`config.mk`:
```
export PLATFORM = sky130hd
export DESIGN_NAME = lof_cache_ctrl
export DESIGN_NICKNAME = d
export VERILOG_FILES = /design/src/rtl/lof_pkg.sv /design/src/rtl/lof_tag_match.sv /design/src/rtl/lof_victim.sv /design/src/rtl/lof_lock_track.sv /design/src/rtl/lof_cache_ctrl.sv
export SDC_FILE = /design/constraint.sdc
export NUM_CORES = 1
export LEC_CHECK = 0
export BUFFER_PORTS_ARGS = -buffer_cell sky130_fd_sc_hd__buf_4
export CAP_MARGIN = 30
export CORE_ASPECT_RATIO = 1.2
export CORE_MARGIN = 8
export CORE_UTILIZATION = 33
export DETAILED_ROUTE_END_ITERATION = 6
export SLEW_MARGIN = 5
export SYNTH_ARGS = -nofsm -noshare
export SYNTH_HDL_FRONTEND = slang
export SYNTH_SLANG_ARGS = --single-unit
```
`constraint.sdc`:
```
create_clock -name clk_i -period 5.8 [get_ports clk_i]
set_clock_uncertainty 0.15 [all_clocks]
set_input_delay 0 -clock clk_i [delete_from_list [all_inputs] [get_ports clk_i]]
set_output_delay 0 -clock clk_i [all_outputs]
set_load 0.02 [all_outputs]
```
`src/rtl/lof_pkg.sv`:
```
package lof_pkg;
  typedef enum logic [1:0] {
    ST_IDLE  = 2'd0,
    ST_EVICT = 2'd1,
    ST_FILL  = 2'd2,
    ST_PERM  = 2'd3
  } lof_state_e;
endpackage

```
`src/rtl/lof_tag_match.sv`:
```
module lof_tag_match #(
  parameter int WAYS  = 4,
  parameter int TAG_W = 8,
  localparam int WAY_W = $clog2(WAYS)
) (
  input  logic [WAYS-1:0][TAG_W-1:0] tags_i,
  input  logic [WAYS-1:0]            valid_i,
  input  logic [TAG_W-1:0]           tag_i,
  output logic                       hit_o,
  output logic [WAY_W-1:0]           way_o
);
  logic [WAYS-1:0] match;

  for (genvar w = 0; w < WAYS; w++) begin : g_cmp
    assign match[w] = valid_i[w] && (tags_i[w] == tag_i);
  end

  always_comb begin
    way_o = '0;
    for (int w = WAYS - 1; w >= 0; w--) begin
      if (match[w]) way_o = WAY_W'(w);
    end
  end

  assign hit_o = |match;
endmodule

```
`src/rtl/lof_victim.sv`:
```
module lof_victim #(
  parameter int WAYS = 4,
  localparam int WAY_W = $clog2(WAYS)
) (
  input  logic [WAYS-1:0]  lock_i,
  input  logic [WAY_W-1:0] ptr_i,
  output logic             free_o,
  output logic [WAY_W-1:0] victim_o
);
  always_comb begin
    logic [WAY_W-1:0] cand;
    free_o   = 1'b0;
    victim_o = ptr_i;
    for (int k = 0; k < WAYS; k++) begin
      cand = ptr_i + WAY_W'(k);
      if (!free_o && !lock_i[cand]) begin
        free_o   = 1'b1;
        victim_o = cand;
      end
    end
  end

  // a pinned way is never offered
  always_comb begin
    if (free_o) begin
      a_r3_victim_unlocked: assert (!lock_i[victim_o])
        else $error("pinned way chosen as victim");
    end
  end
endmodule

```
`src/rtl/lof_lock_track.sv`:
```
module lof_lock_track #(
  parameter int BLOCKS = 64,
  localparam int CNT_W = $clog2(BLOCKS + 1)
) (
  input  logic              clk_i,
  input  logic              rst_ni,
  input  logic [BLOCKS-1:0] lock_i,
  input  logic              clear_i,
  output logic [CNT_W-1:0]  cnt_o,
  output logic              early_o
);
  localparam logic [CNT_W-1:0] HALF = CNT_W'(BLOCKS / 2);

  always_comb begin
    cnt_o = '0;
    for (int b = 0; b < BLOCKS; b++) cnt_o = cnt_o + CNT_W'(lock_i[b]);
  end

  always_ff @(posedge clk_i or negedge rst_ni) begin
    if (!rst_ni)             early_o <= 1'b0;
    else if (clear_i)        early_o <= 1'b0;
    else if (cnt_o >= HALF)  early_o <= 1'b1;
  end

  a_r5_early_hold: assert property (@(posedge clk_i) disable iff (!rst_ni)
    early_o && !clear_i |=> early_o);
endmodule

```
`src/rtl/lof_cache_ctrl.sv`:
```
module lof_cache_ctrl
  import lof_pkg::*;
#(
  parameter int ADDR_W = 16,
  parameter int OFF_W  = 4,
  parameter int SETS   = 16,
  parameter int WAYS   = 4
) (
  input  logic              clk_i,
  input  logic              rst_ni,
  input  logic              req_valid_i,
  input  logic              req_write_i,
  input  logic [ADDR_W-1:0] req_addr_i,
  output logic              req_ready_o,
  output logic              resp_hit_o,
  output logic              evict_valid_o,
  output logic [ADDR_W-1:0] evict_addr_o,
  input  logic              evict_ready_i,
  output logic              fill_req_o,
  output logic [ADDR_W-1:0] fill_addr_o,
  input  logic              fill_done_i,
  output logic              perm_early_o,
  output logic              perm_req_o,
  input  logic              perm_done_i
);
  localparam int IDX_W  = $clog2(SETS);
  localparam int WAY_W  = $clog2(WAYS);
  localparam int TAG_W  = ADDR_W - IDX_W - OFF_W;
  localparam int BLOCKS = SETS * WAYS;
  localparam int CNT_W  = $clog2(BLOCKS + 1);

  logic [WAYS-1:0][TAG_W-1:0] tag_q [SETS];
  logic [WAYS-1:0]            valid_q [SETS];
  logic [WAYS-1:0]            dirty_q [SETS];
  logic [WAYS-1:0]            lock_q [SETS];
  logic [WAY_W-1:0]           ptr_q [SETS];

  lof_state_e       state_q, state_d;
  logic [TAG_W-1:0] m_tag_q;
  logic [IDX_W-1:0] m_idx_q;
  logic [WAY_W-1:0] vway_q;
  logic             m_wr_q;

  logic [IDX_W-1:0] idx;
  logic [TAG_W-1:0] tag;
  logic             hit, free;
  logic [WAY_W-1:0] hit_way, victim;
  logic [BLOCKS-1:0] lock_flat;
  logic [CNT_W-1:0] lock_cnt;
  logic             perm_ack, hit_done, fill_done, miss_go;
  logic             unused_offset;

  assign idx = req_addr_i[OFF_W +: IDX_W];
  assign tag = req_addr_i[ADDR_W-1 -: TAG_W];
  assign unused_offset = ^req_addr_i[OFF_W-1:0];

  lof_tag_match #(.WAYS(WAYS), .TAG_W(TAG_W)) u_match (
    .tags_i (tag_q[idx]),
    .valid_i(valid_q[idx]),
    .tag_i  (tag),
    .hit_o  (hit),
    .way_o  (hit_way)
  );

  lof_victim #(.WAYS(WAYS)) u_victim (
    .lock_i  (lock_q[idx]),
    .ptr_i   (ptr_q[idx]),
    .free_o  (free),
    .victim_o(victim)
  );

  for (genvar s = 0; s < SETS; s++) begin : g_flat
    assign lock_flat[s*WAYS +: WAYS] = lock_q[s];
  end

  lof_lock_track #(.BLOCKS(BLOCKS)) u_track (
    .clk_i  (clk_i),
    .rst_ni (rst_ni),
    .lock_i (lock_flat),
    .clear_i(perm_ack),
    .cnt_o  (lock_cnt),
    .early_o(perm_early_o)
  );

  // Done only counts while a permutation was asked for
  assign perm_ack  = perm_done_i && (perm_early_o || state_q == ST_PERM);
  assign hit_done  = state_q == ST_IDLE && req_valid_i && hit;
  assign miss_go   = state_q == ST_IDLE && req_valid_i && !hit && free;
  assign fill_done = state_q == ST_FILL && fill_done_i;

  always_comb begin
    state_d       = state_q;
    req_ready_o   = 1'b0;
    resp_hit_o    = 1'b0;
    evict_valid_o = 1'b0;
    fill_req_o    = 1'b0;
    perm_req_o    = 1'b0;
    evict_addr_o  = {tag_q[m_idx_q][vway_q], m_idx_q, {OFF_W{1'b0}}};
    fill_addr_o   = {m_tag_q, m_idx_q, {OFF_W{1'b0}}};
    unique case (state_q)
      ST_IDLE: begin
        if (req_valid_i) begin
          if (hit) begin
            req_ready_o = 1'b1;
            resp_hit_o  = 1'b1;
          end else if (!free) begin
            state_d = ST_PERM;
          end else if (valid_q[idx][victim] && dirty_q[idx][victim]) begin
            state_d = ST_EVICT;
          end else begin
            state_d = ST_FILL;
          end
        end
      end
      ST_EVICT: begin
        evict_valid_o = 1'b1;
        if (evict_ready_i) state_d = ST_FILL;
      end
      ST_FILL: begin
        fill_req_o = 1'b1;
        if (fill_done_i) begin
          req_ready_o = 1'b1;
          state_d     = ST_IDLE;
        end
      end
      ST_PERM: begin
        perm_req_o = 1'b1;
        if (perm_done_i) state_d = ST_IDLE;
      end
      default: state_d = ST_IDLE;
    endcase
  end

  always_ff @(posedge clk_i or negedge rst_ni) begin
    if (!rst_ni) begin
      state_q <= ST_IDLE;
      m_tag_q <= '0;
      m_idx_q <= '0;
      vway_q  <= '0;
      m_wr_q  <= 1'b0;
      for (int s = 0; s < SETS; s++) begin
        tag_q[s]   <= '0;
        valid_q[s] <= '0;
        dirty_q[s] <= '0;
        lock_q[s]  <= '0;
        ptr_q[s]   <= '0;
      end
    end else begin
      state_q <= state_d;
      if (miss_go) begin
        m_tag_q <= tag;
        m_idx_q <= idx;
        vway_q  <= victim;
        m_wr_q  <= req_write_i;
      end
      if (hit_done && req_write_i) dirty_q[idx][hit_way] <= 1'b1;
      if (perm_ack) begin
        for (int s = 0; s < SETS; s++) lock_q[s] <= '0;
      end
      // fill pin wins over a same-cycle unpin
      if (fill_done) begin
        tag_q[m_idx_q][vway_q]   <= m_tag_q;
        valid_q[m_idx_q][vway_q] <= 1'b1;
        dirty_q[m_idx_q][vway_q] <= m_wr_q;
        lock_q[m_idx_q][vway_q]  <= 1'b1;
        ptr_q[m_idx_q]           <= vway_q + WAY_W'(1);
      end
    end
  end

  a_r1_hit_keeps_locks: assert property (@(posedge clk_i) disable iff (!rst_ni)
    hit_done && !perm_ack |=> $stable(lock_cnt));
  a_r2_fill_hold: assert property (@(posedge clk_i) disable iff (!rst_ni)
    fill_req_o && !fill_done_i |=> fill_req_o && $stable(fill_addr_o));
  a_r4_perm_hold: assert property (@(posedge clk_i) disable iff (!rst_ni)
    perm_req_o && !perm_done_i |=> perm_req_o && !req_ready_o);
  a_r4_perm_clears: assert property (@(posedge clk_i) disable iff (!rst_ni)
    perm_req_o && perm_done_i |=> lock_cnt == '0);
  a_r7_evict_hold: assert property (@(posedge clk_i) disable iff (!rst_ni)
    evict_valid_o && !evict_ready_i |=> evict_valid_o && $stable(evict_addr_o));
  a_r7_evict_then_fill: assert property (@(posedge clk_i) disable iff (!rst_ni)
    evict_valid_o && evict_ready_i |=> fill_req_o);
endmodule

```
== After elaboration in Yosys (flattened, before gate mapping) ==
Index checks and enable logic that the tools add are counted.
Cells by class
  equal/unequal tests: 12
  reduce and logical (&&, ||, !) cells: 30
  $add $sub $neg: 67
  magnitude comparators: 14
  bitwise operators: 5
  muxes and demuxes: 82
Operators with widths (count)
  512-bit bitwise mux: 1
  7-bit by 1-bit adder with 7-bit output: 62
  32-bit binary-select mux with 4-bit select: 2
  64-bit two-way mux: 4
  64-bit bitwise OR: 3
  32-bit two-way mux: 5
  32-bit demux with 4-bit select: 1
  64-bit bitwise mux: 1
  4-bit binary-select mux with 4-bit select: 3
  2-bit two-way mux: 17
  32-bit bitwise mux: 1
  4-bit demux with 4-bit select: 2
  8-bit equality test: 4
  4-bit two-way mux: 8
  2-bit by 3-bit less-than comparator with 1-bit output (second input constant): 7
  1-bit two-way mux: 21
  1-bit logical AND: 19
  8-bit binary-select mux with 2-bit select: 1
  8-bit demux with 2-bit select: 1
  8-bit two-way mux: 2
  1-bit binary-select mux with 2-bit select: 6
  5-bit greater-or-equal comparator (second input constant): 2
  5-bit by 1-bit less-than comparator with 1-bit output (second input constant): 2
  2-bit != test (second input constant): 5
  other kinds (19): 30
Word-level totals
  register bits: 754
  output and inout port bits: 38
  word-level logic and storage cells: 344
  bits of input ports: 23

== Depth between registers and ports, before layout ==
Gate-level depths: netlist of run 1.
  word-level depth: 66
  depth in mapped cells: 21
  depth with buffers taken out: 21

== Modules after synthesis ==
Synthesis of run 1 repeated with hierarchy kept, for this count alone.
Unflattened totals
  cell total of the unflattened synthesis: 2749
  area, all modules: 40082.2 um2
By module, submodules not included
  lof_cache_ctrl: area an instance 37756.2 um2, cells an instance 2500, times used 1, sequential area each 18843.1 um2
  lof_lock_track: area an instance 1736.7 um2, cells an instance 172, times used 1, sequential area each 25.0 um2
  lof_tag_match: area an instance 505.5 um2, cells an instance 63, times used 1, sequential area each 0.0 um2
  lof_victim: area an instance 83.8 um2, cells an instance 14, times used 1, sequential area each 0.0 um2

== Least setup slack after synthesis of run 1 ==
OpenSTA, ideal clock, no wires.
  path type: register to register
  from: reg lock_q, in the netlist lock_flat[0]
  to: reg u_track.early_o
  period minus slack after synthesis: 6.047 ns
  setup slack: -0.247 ns
  library setup time: 0.133 ns
  data required time: 5.517 ns
  buffers on the path: 0
  stages on the path, launching flop included: 18
  arrival: 5.764 ns
  cell sequence: dfrtp_1 ha_1 inv_1 fa_1 fa_1 fa_1 fa_1 fa_1 fa_1 fa_1 fa_1 inv_1 fa_1 fa_1 nor2_1 a21oi_1 nor4_1 a21boi_0
On the way
  cells in the longest elaborated chain, start to end: 65
Ends and longest elaborated chain
  start, declared: line lof_cache_ctrl.sv:35  | logic [WAYS-1:0] lock_q [SETS];
  start signal, assigned by index: line lof_cache_ctrl.sv:145  | lock_q[s] <= '0;
  start signal, assigned by index: line lof_cache_ctrl.sv:165  | lock_q[m_idx_q][vway_q] <= 1'b1;
  1-bit by 1-bit adder with 2-bit output: line lof_lock_track.sv:16  | for (int b = 0; b < BLOCKS; b++) cnt_o = cnt_o + CNT_W'(lock_i[b]);
  7-bit by 1-bit adder with 7-bit output (62 in series): line lof_lock_track.sv:16
  7-bit by 6-bit greater-or-equal comparator with 1-bit output: line lof_lock_track.sv:22  | else if (cnt_o >= HALF) early_o <= 1'b1;
  2-bit nonzero test (no line)
  end signal, assigned: line lof_lock_track.sv:20  | if (!rst_ni) early_o <= 1'b0;
  end signal, assigned: line lof_lock_track.sv:21  | else if (clear_i) early_o <= 1'b0;
  end signal, assigned: line lof_lock_track.sv:22
  end, declared: line lof_lock_track.sv:10  | output logic early_o
Every way passes these cells.
A chain may end at the register's enable or synchronous reset.

== Worst setup path in the final report of run 1 ==
Same ends and word-level chain as after synthesis.

==> impl_metrics.tcl, run 1 <==
set metrics [dict create \
    status "complete, but fails checks" \
    violations "setup timing" \
    finalNonFillerCells 4756 \
    async_flop_share 1.00 \
    syn_avg_cell_area_um2 13.4 \
    post-route-util 0.371 \
    synth_top_flop_cell "dfrtp_1" \
    dp_cells 4595 \
    dpl_cell_area_mm2 0.0433 \
    io_pins 61 \
    die_w_um 339 \
    final-hold-violation-count 0 \
    die_h_um 403 \
    num_rows 142 \
    fmax_ghz 0.166 \
    worst-setup-path-type "reg -> reg" \
    cts_sinks 754 \
    clockBufferDepth 3 \
    placeableCoreArea_mm2 0.125 \
    overflow 0 \
    detail-route-antenna-nets 0 \
    cts_tree "done" \
    max_cap_violations 0 \
    die_area_mm2 0.137 \
    max-slew-margin-rel 0.273 \
    ys_warn_count 0 \
    viasPerCell 5.71 \
    drive_gt1_frac 0.367 \
    gp_congestion 0.895 \
    fin_setup_tns_ns -0.221 \
    track_usage 0.189 \
    post-route-period-util 1.04 \
    grt_pass1_wl_um 195000 \
    synth_most_common_cell "dfrtp_1" \
    yosys.area.top_type_share 0.457 \
    synthTopCellsByCount "dfrtp_1, mux2_2, mux4_2" \
    grt_max_degree 147 \
    rsz0062_at_grt "yes" \
    preCtsSetupSlack_ns -0.300 \
    hold_class "in -> reg" \
    netlist_instances 3087 \
    cts_buffers 77 \
    cp-start-kind "register" \
    routed_wl_um 131000 \
    worstMarginPinSlew_ns 1.09 \
    drv_slew 0 \
    postCtsSetupRepairBufs 0 \
    crit_arrival_ns 6.39 \
    vdd_drop_max_uv 845 \
    cts-root-buf "clkbuf_16" \
    endpoint_kind "register" \
    grt_pass1_vias 27900 \
    htreeDepth 3 \
    initial_core_util 0.332 \
    yosys.area.top_type "dfrtp_1" \
    synth_edf_count 0 \
    initialDrtViolationCount 2552 \
    ys_types 68 \
    dp_hpwl_um 84900 \
    portBuffers 48 \
    synth_area_mm2 0.0413 \
    ys_seq_elements 754 \
    seq_area_frac_synth 0.457 \
    ys_top_cells_by_area "dfrtp_1, mux4_2, mux2_2, nand2_1, fa_1" \
    cp.required_ns 6.17 \
    finalCriticalPeriod_ns 6.02 \
    wire_per_inst_um 27.5 \
    p_leak_nw 21.5 \
    drc 0 \
    area_growth_pct 12.0 \
    finalWorstSetupSlack_ns -0.221 \
    powerDensity_mw_per_mm2 502 \
    dr_total_vias 27100 \
    fin_nets 3138 \
    clock_latency_ns 0.67 \
    cp_max_fo 2 \
    grt_antenna_before_repair 4 \
    setup_viol 1 \
    design_area_mm2 0.0462 \
    firstDrtPassIters 6 \
    holdPathStages 3 \
    r2r_cells 17 \
    path_clk_slew_ns 0.06 \
]
-- stage by stage --
| stage | power (mW) | hold slack [ns] |
|---|---|---|
| after floorplan | 14.8 | -0.446 |
| after global placement | 17.7 | -0.130 |
| after detailed placement | 18.0 | -0.121 |
| after CTS | 23.4 | 0.0185 |
| after global routing | 24.8 | 0.0793 |
| final | 23.2 | 0.0799 |
-- final timing paths --
| kind | from | end | slack (ns) |
|---|---|---|---|
| min in group asynchronous | rst_ni | valid_q[27]$_DFFE_PN0P_ | 0.43 |
| max in group asynchronous | rst_ni | tag_q[470]$_DFFE_PN0P_ | 4.22 |
| worst min register to register | valid_q[40]$_DFFE_PN0P_ | valid_q[40]$_DFFE_PN0P_ | 0.31 |
| worst max register to register | lock_flat[0]$_DFF_PN0_ | u_track.early_o$_DFFE_PN0P_ | -0.22 |
| worst min-delay path | req_addr_i[5] | m_idx_q[1]$_DFFE_PN0P_ | 0.08 |
| worst max-delay path | lock_flat[0]$_DFF_PN0_ | u_track.early_o$_DFFE_PN0P_ | -0.22 |
-- layer usage --
metal,GRT usage,wire length (um),share of wire,up-vias
li1,-,-,-,11200
met1,0.234,50900,0.39,14500
met2,0.315,63900,0.49,1114
met3,0.0348,8850,0.068,304
met4,0.0959,7250,0.055,4
met5,0,34,0.00026,-
-- critical path, cell delays in order, from the launching register on --
cell and delay [ns]:
dfrtp_1 0.38, ha_1 0.29, inv_1 0.06, fa_1 0.42, fa_1 0.53, fa_1 0.44, fa_1 0.52, fa_1 0.44
fa_1 0.52, fa_1 0.43, fa_1 0.49, inv_1 0.05, fa_2 0.36, fa_2 0.39, nor2_1 0.10, a21oi_1 0.07
nor4_1 0.15, a21boi_0 0.11
-- power breakdown --
part           internal (mW)  switching, mW  total (mW)
sequential              6.58           1.16        7.74
combinational           4.70           5.49        10.2
clock                   3.08           2.19        5.26
total                   14.4           8.84        23.2
-- cell type report --
type | count | area (um^2)
Antenna cell | 4 | 10.0
Clock buffer | 115 | 2240
Clock inverter | 19 | 362
Fill cell | 11800 | 78300
Inverter | 101 | 379
Multi-Input combinational cell | 1941 | 20600
Sequential cell | 754 | 18900
Tap cell | 1656 | 2070
Timing Repair Buffer | 166 | 1650
-- flip-flops by register name, summed over array words and instances, names as in the netlist --
signal / flops
dirty_q: 64
vway_q: 2
state_q: 2
m_wr_q: 1
tag_q: 512
m_tag_q: 8
lock_flat: 64
m_idx_q: 4
u_track.early_o: 1
ptr_q: 32
valid_q: 64
-- cells by family after synthesis --
group,share of synthesized area
compound gates,0.0397
xor+xnor,0.0102
fa+ha+maj,0.0322
buf+inv,0.0450
flops,0.457
mux,0.349
other cells,0.0000908
simple gates,0.0670
-- repair_timing --
item | 4_1_cts | 5_1_grt
pin swaps | 0 | 0
setup endpoints to repair | 1 | 1
gates resized for setup | 1 | 0
hold buffers | 21 | 0
endpoints found under the hold margin | 867 | 0
-- cells in the final DEF, fill, tap and decap left out, types with 6 or more instances in the layout --
cell / netlist / final
mux2_4: 8 / 8
ha_1: 20 / 20
clkbuf_8: 0 / 14
bufinv_16: 0 / 9
nor4_1: 12 / 12
a22oi_1: 24 / 24
dfrtp_2: 0 / 10
nand2_1: 293 / 293
buf_12: 5 / 13
nand3_1: 44 / 44
o21ai_0: 16 / 15
fa_1: 54 / 52
clkbuf_1: 189 / 23
nor2b_1: 15 / 15
and2_1: 17 / 17
mux2_2: 521 / 521
and3_1: 11 / 11
mux4_2: 311 / 311
dlygate4sd3_1: 0 / 20
buf_16: 0 / 7
or2_2: 8 / 8
xnor2_1: 33 / 33
a41oi_1: 31 / 31
clkbuf_16: 0 / 79
nand2b_1: 63 / 63
a22o_1: 6 / 6
nor2_1: 109 / 107
a21oi_1: 119 / 119
o22ai_1: 10 / 10
conb_1: 1 / 8
mux2i_1: 94 / 94
buf_4: 31 / 118
a21o_1: 10 / 10
inv_1: 99 / 99
dfrtp_1: 754 / 741
nor3_1: 20 / 19
mux4_1: 18 / 18
xor2_1: 15 / 15
No activity file was read; power rests on OpenSTA's default activity.
==> run 2, diff against run 1 <==
--- a/config.mk
+++ b/config.mk
@@ -11,6 +11,7 @@
 export CORE_MARGIN = 8
 export CORE_UTILIZATION = 33
 export DETAILED_ROUTE_END_ITERATION = 6
+export REMOVE_ABC_BUFFERS = 1
 export SLEW_MARGIN = 5
 export SYNTH_ARGS = -nofsm -noshare
 export SYNTH_HDL_FRONTEND = slang
==> impl_metrics.tcl, run 2 (synthesized netlist as in run 1, its figures left out) <==
set metrics [dict create \
    portBuffers 48 \
    crit_arrival_ns 6.54 \
    dp_hpwl_um 86800 \
    wire_per_inst_um 27.9 \
    cts_tree "done" \
    worstMarginPinSlew_ns 1.10 \
    placeableCoreArea_mm2 0.125 \
    io_pins 61 \
    firstDrtPassIters 5 \
    overflow 0 \
    grt_antenna_before_repair 3 \
    initialDrtViolationCount 2590 \
    htreeDepth 3 \
    fmax_ghz 0.162 \
    gp_congestion 0.925 \
    max-slew-margin-rel 0.269 \
    final_common_cell "dfrtp_1" \
    cp_cell_sequence "ha_1 > inv_2 > fa_1 > fa_1 > fa_1 > fa_1 > fa_1 > fa_1 > fa_1 > fa_1 > inv_2 > fa_2 > fa_2 > nor2_1 > a21oi_1 > nor4_1 > a21boi_1" \
    critPathMaxStageDelay_ns 0.54 \
    routed_wl_um 134000 \
    initial_core_util 0.332 \
    status "complete, but fails checks" \
    clockBufferDepth 3 \
    top_register "tag_q" \
    mostFrequentLayoutCells "dfrtp_1, mux2_2, mux4_2" \
    cts_buffers 76 \
    design_area_mm2 0.0467 \
    insertedDiodeCount 0 \
    post-route-period-util 1.06 \
    cts_sinks 754 \
    finalWorstSetupSlack_ns -0.363 \
    viasPerCell 5.68 \
    clock_latency_ns 0.66 \
    cp_max_fo 2 \
    cpMostUsedCell "fa_1" \
    grt_pass1_vias 28200 \
    violations "setup timing" \
    postCtsSetupRepairBufs 0 \
    preCtsSetupSlack_ns -0.563 \
    largest_register_ff_count 512 \
    cts-root-buf "clkbuf_16" \
    drc 0 \
    dpl_cell_area_mm2 0.0436 \
    powerDensity_mw_per_mm2 495 \
    drv_slew 0 \
    vdd_drop_max_uv 975 \
    detail-route-antenna-nets 0 \
    fin_nets 3165 \
    area_growth_pct 13.1 \
    track_usage 0.192 \
    worst-setup-path-type "reg -> reg" \
    die_w_um 339 \
    die_area_mm2 0.137 \
    num_rows 142 \
    fill_cells 11800 \
    hold_class "in -> reg" \
    grt_max_degree 163 \
    die_h_um 403 \
    drive_gt1_frac 0.376 \
    endpoint_kind "register" \
    rsz0062_at_grt "yes" \
    path_clk_slew_ns 0.07 \
    grt_pass1_wl_um 197000 \
    slowest_stage "fa_1" \
    p_leak_nw 21.8 \
    cp-start-kind "register" \
    max_cap_violations 0 \
    dr_total_vias 27200 \
    final-hold-violation-count 0 \
    finalCriticalPeriod_ns 6.16 \
    setup_viol 1 \
    cp.required_ns 6.18 \
    power_mw 23.1 \
]
[run 2: cell types whose count changed in the layout (fill, tap and decap cells not counted), sizes merged]
cell | before | now
buf | 145 | 173
clkinv | 5 | 14
diode | 4 | 0
bufinv | 9 | 6
clkbuf | 116 | 113
inv | 103 | 101
clkinvlp | 3 | 2
dlygate4sd3 | 20 | 21
[run 2: path summary, 6_finish.rpt]
check / slack, ns / cells past startpoint / startpoint / to
max reg2reg: -0.36 / 17 / lock_flat[0]$_DFF_PN0_ / u_track.early_o$_DFFE_PN0P_
max: -0.36 / 17 / lock_flat[0]$_DFF_PN0_ / u_track.early_o$_DFFE_PN0P_
min in group asynchronous: 0.52 / 4 / rst_ni / tag_q[220]$_DFFE_PN0P_
min reg2reg: 0.31 / 1 / valid_q[14]$_DFFE_PN0P_ / valid_q[14]$_DFFE_PN0P_
max in group asynchronous: 4.08 / 4 / rst_ni / valid_q[53]$_DFFE_PN0P_
min: 0.06 / 3 / req_addr_i[8] / m_tag_q[0]$_DFFE_PN0P_
[run 2: layer usage]
layer  share of wire  global-route usage  vias to the layer above
met5         0.00031                   0                        -
met4           0.060               0.107                        6
met1            0.38               0.234                    14500
met2            0.49               0.320                     1177
li1                -                   -                    11200
met3           0.070              0.0379                      339
[run 2: power breakdown]
part           switching (mW)  internal [mW]  total (mW)
logic                    5.39           4.72        10.1
clock network            2.17           3.05        5.22
registers                1.21           6.58        7.79
[run 2: what timing repair did]
action,4_1_cts,5_1_grt
endpoints found under the hold margin,699,0
setup endpoints to repair,1,1
gates resized for setup,3,2
pin swaps,4,0
hold buffers,22,0
[run 2: critical path, delay by kind of cell, from the launching register on]
family	cells	cell delay (ns)
adders and majority gates	11	4.93
DFF	1	0.39
and+or+nand+nor	2	0.30
AOI/OAI and AO/OA	2	0.17
buffers and inverters	2	0.08
[run 2: final cells by class]
cell class | instances | area (um^2) | area share
multi-input cells | 1941 | 20600 | 0.442
flip-flops and latches | 754 | 18900 | 0.405
clock buffers | 113 | 2340 | 0.0501
repair buffers | 194 | 2110 | 0.0452
well taps | 1656 | 2070 | 0.0444
inverters | 101 | 379 | 0.00812
clock inverters | 22 | 265 | 0.00568
[run 2: stage by stage]
step	TNS, ns	std cells	hold slack [ns]	util
3_5_place_dp	-0.563	4614	-0.0801	0.350
5_1_grt	-0.571	4781	0.0549	0.375
3_3_place_gp	-0.477	4601	-0.0912	0.347
4_1_cts	-0.405	4771	0.00929	0.373
6_report	-0.363	4781	0.0560	0.375
2_1_floorplan	-800.12	2796	-0.446	-
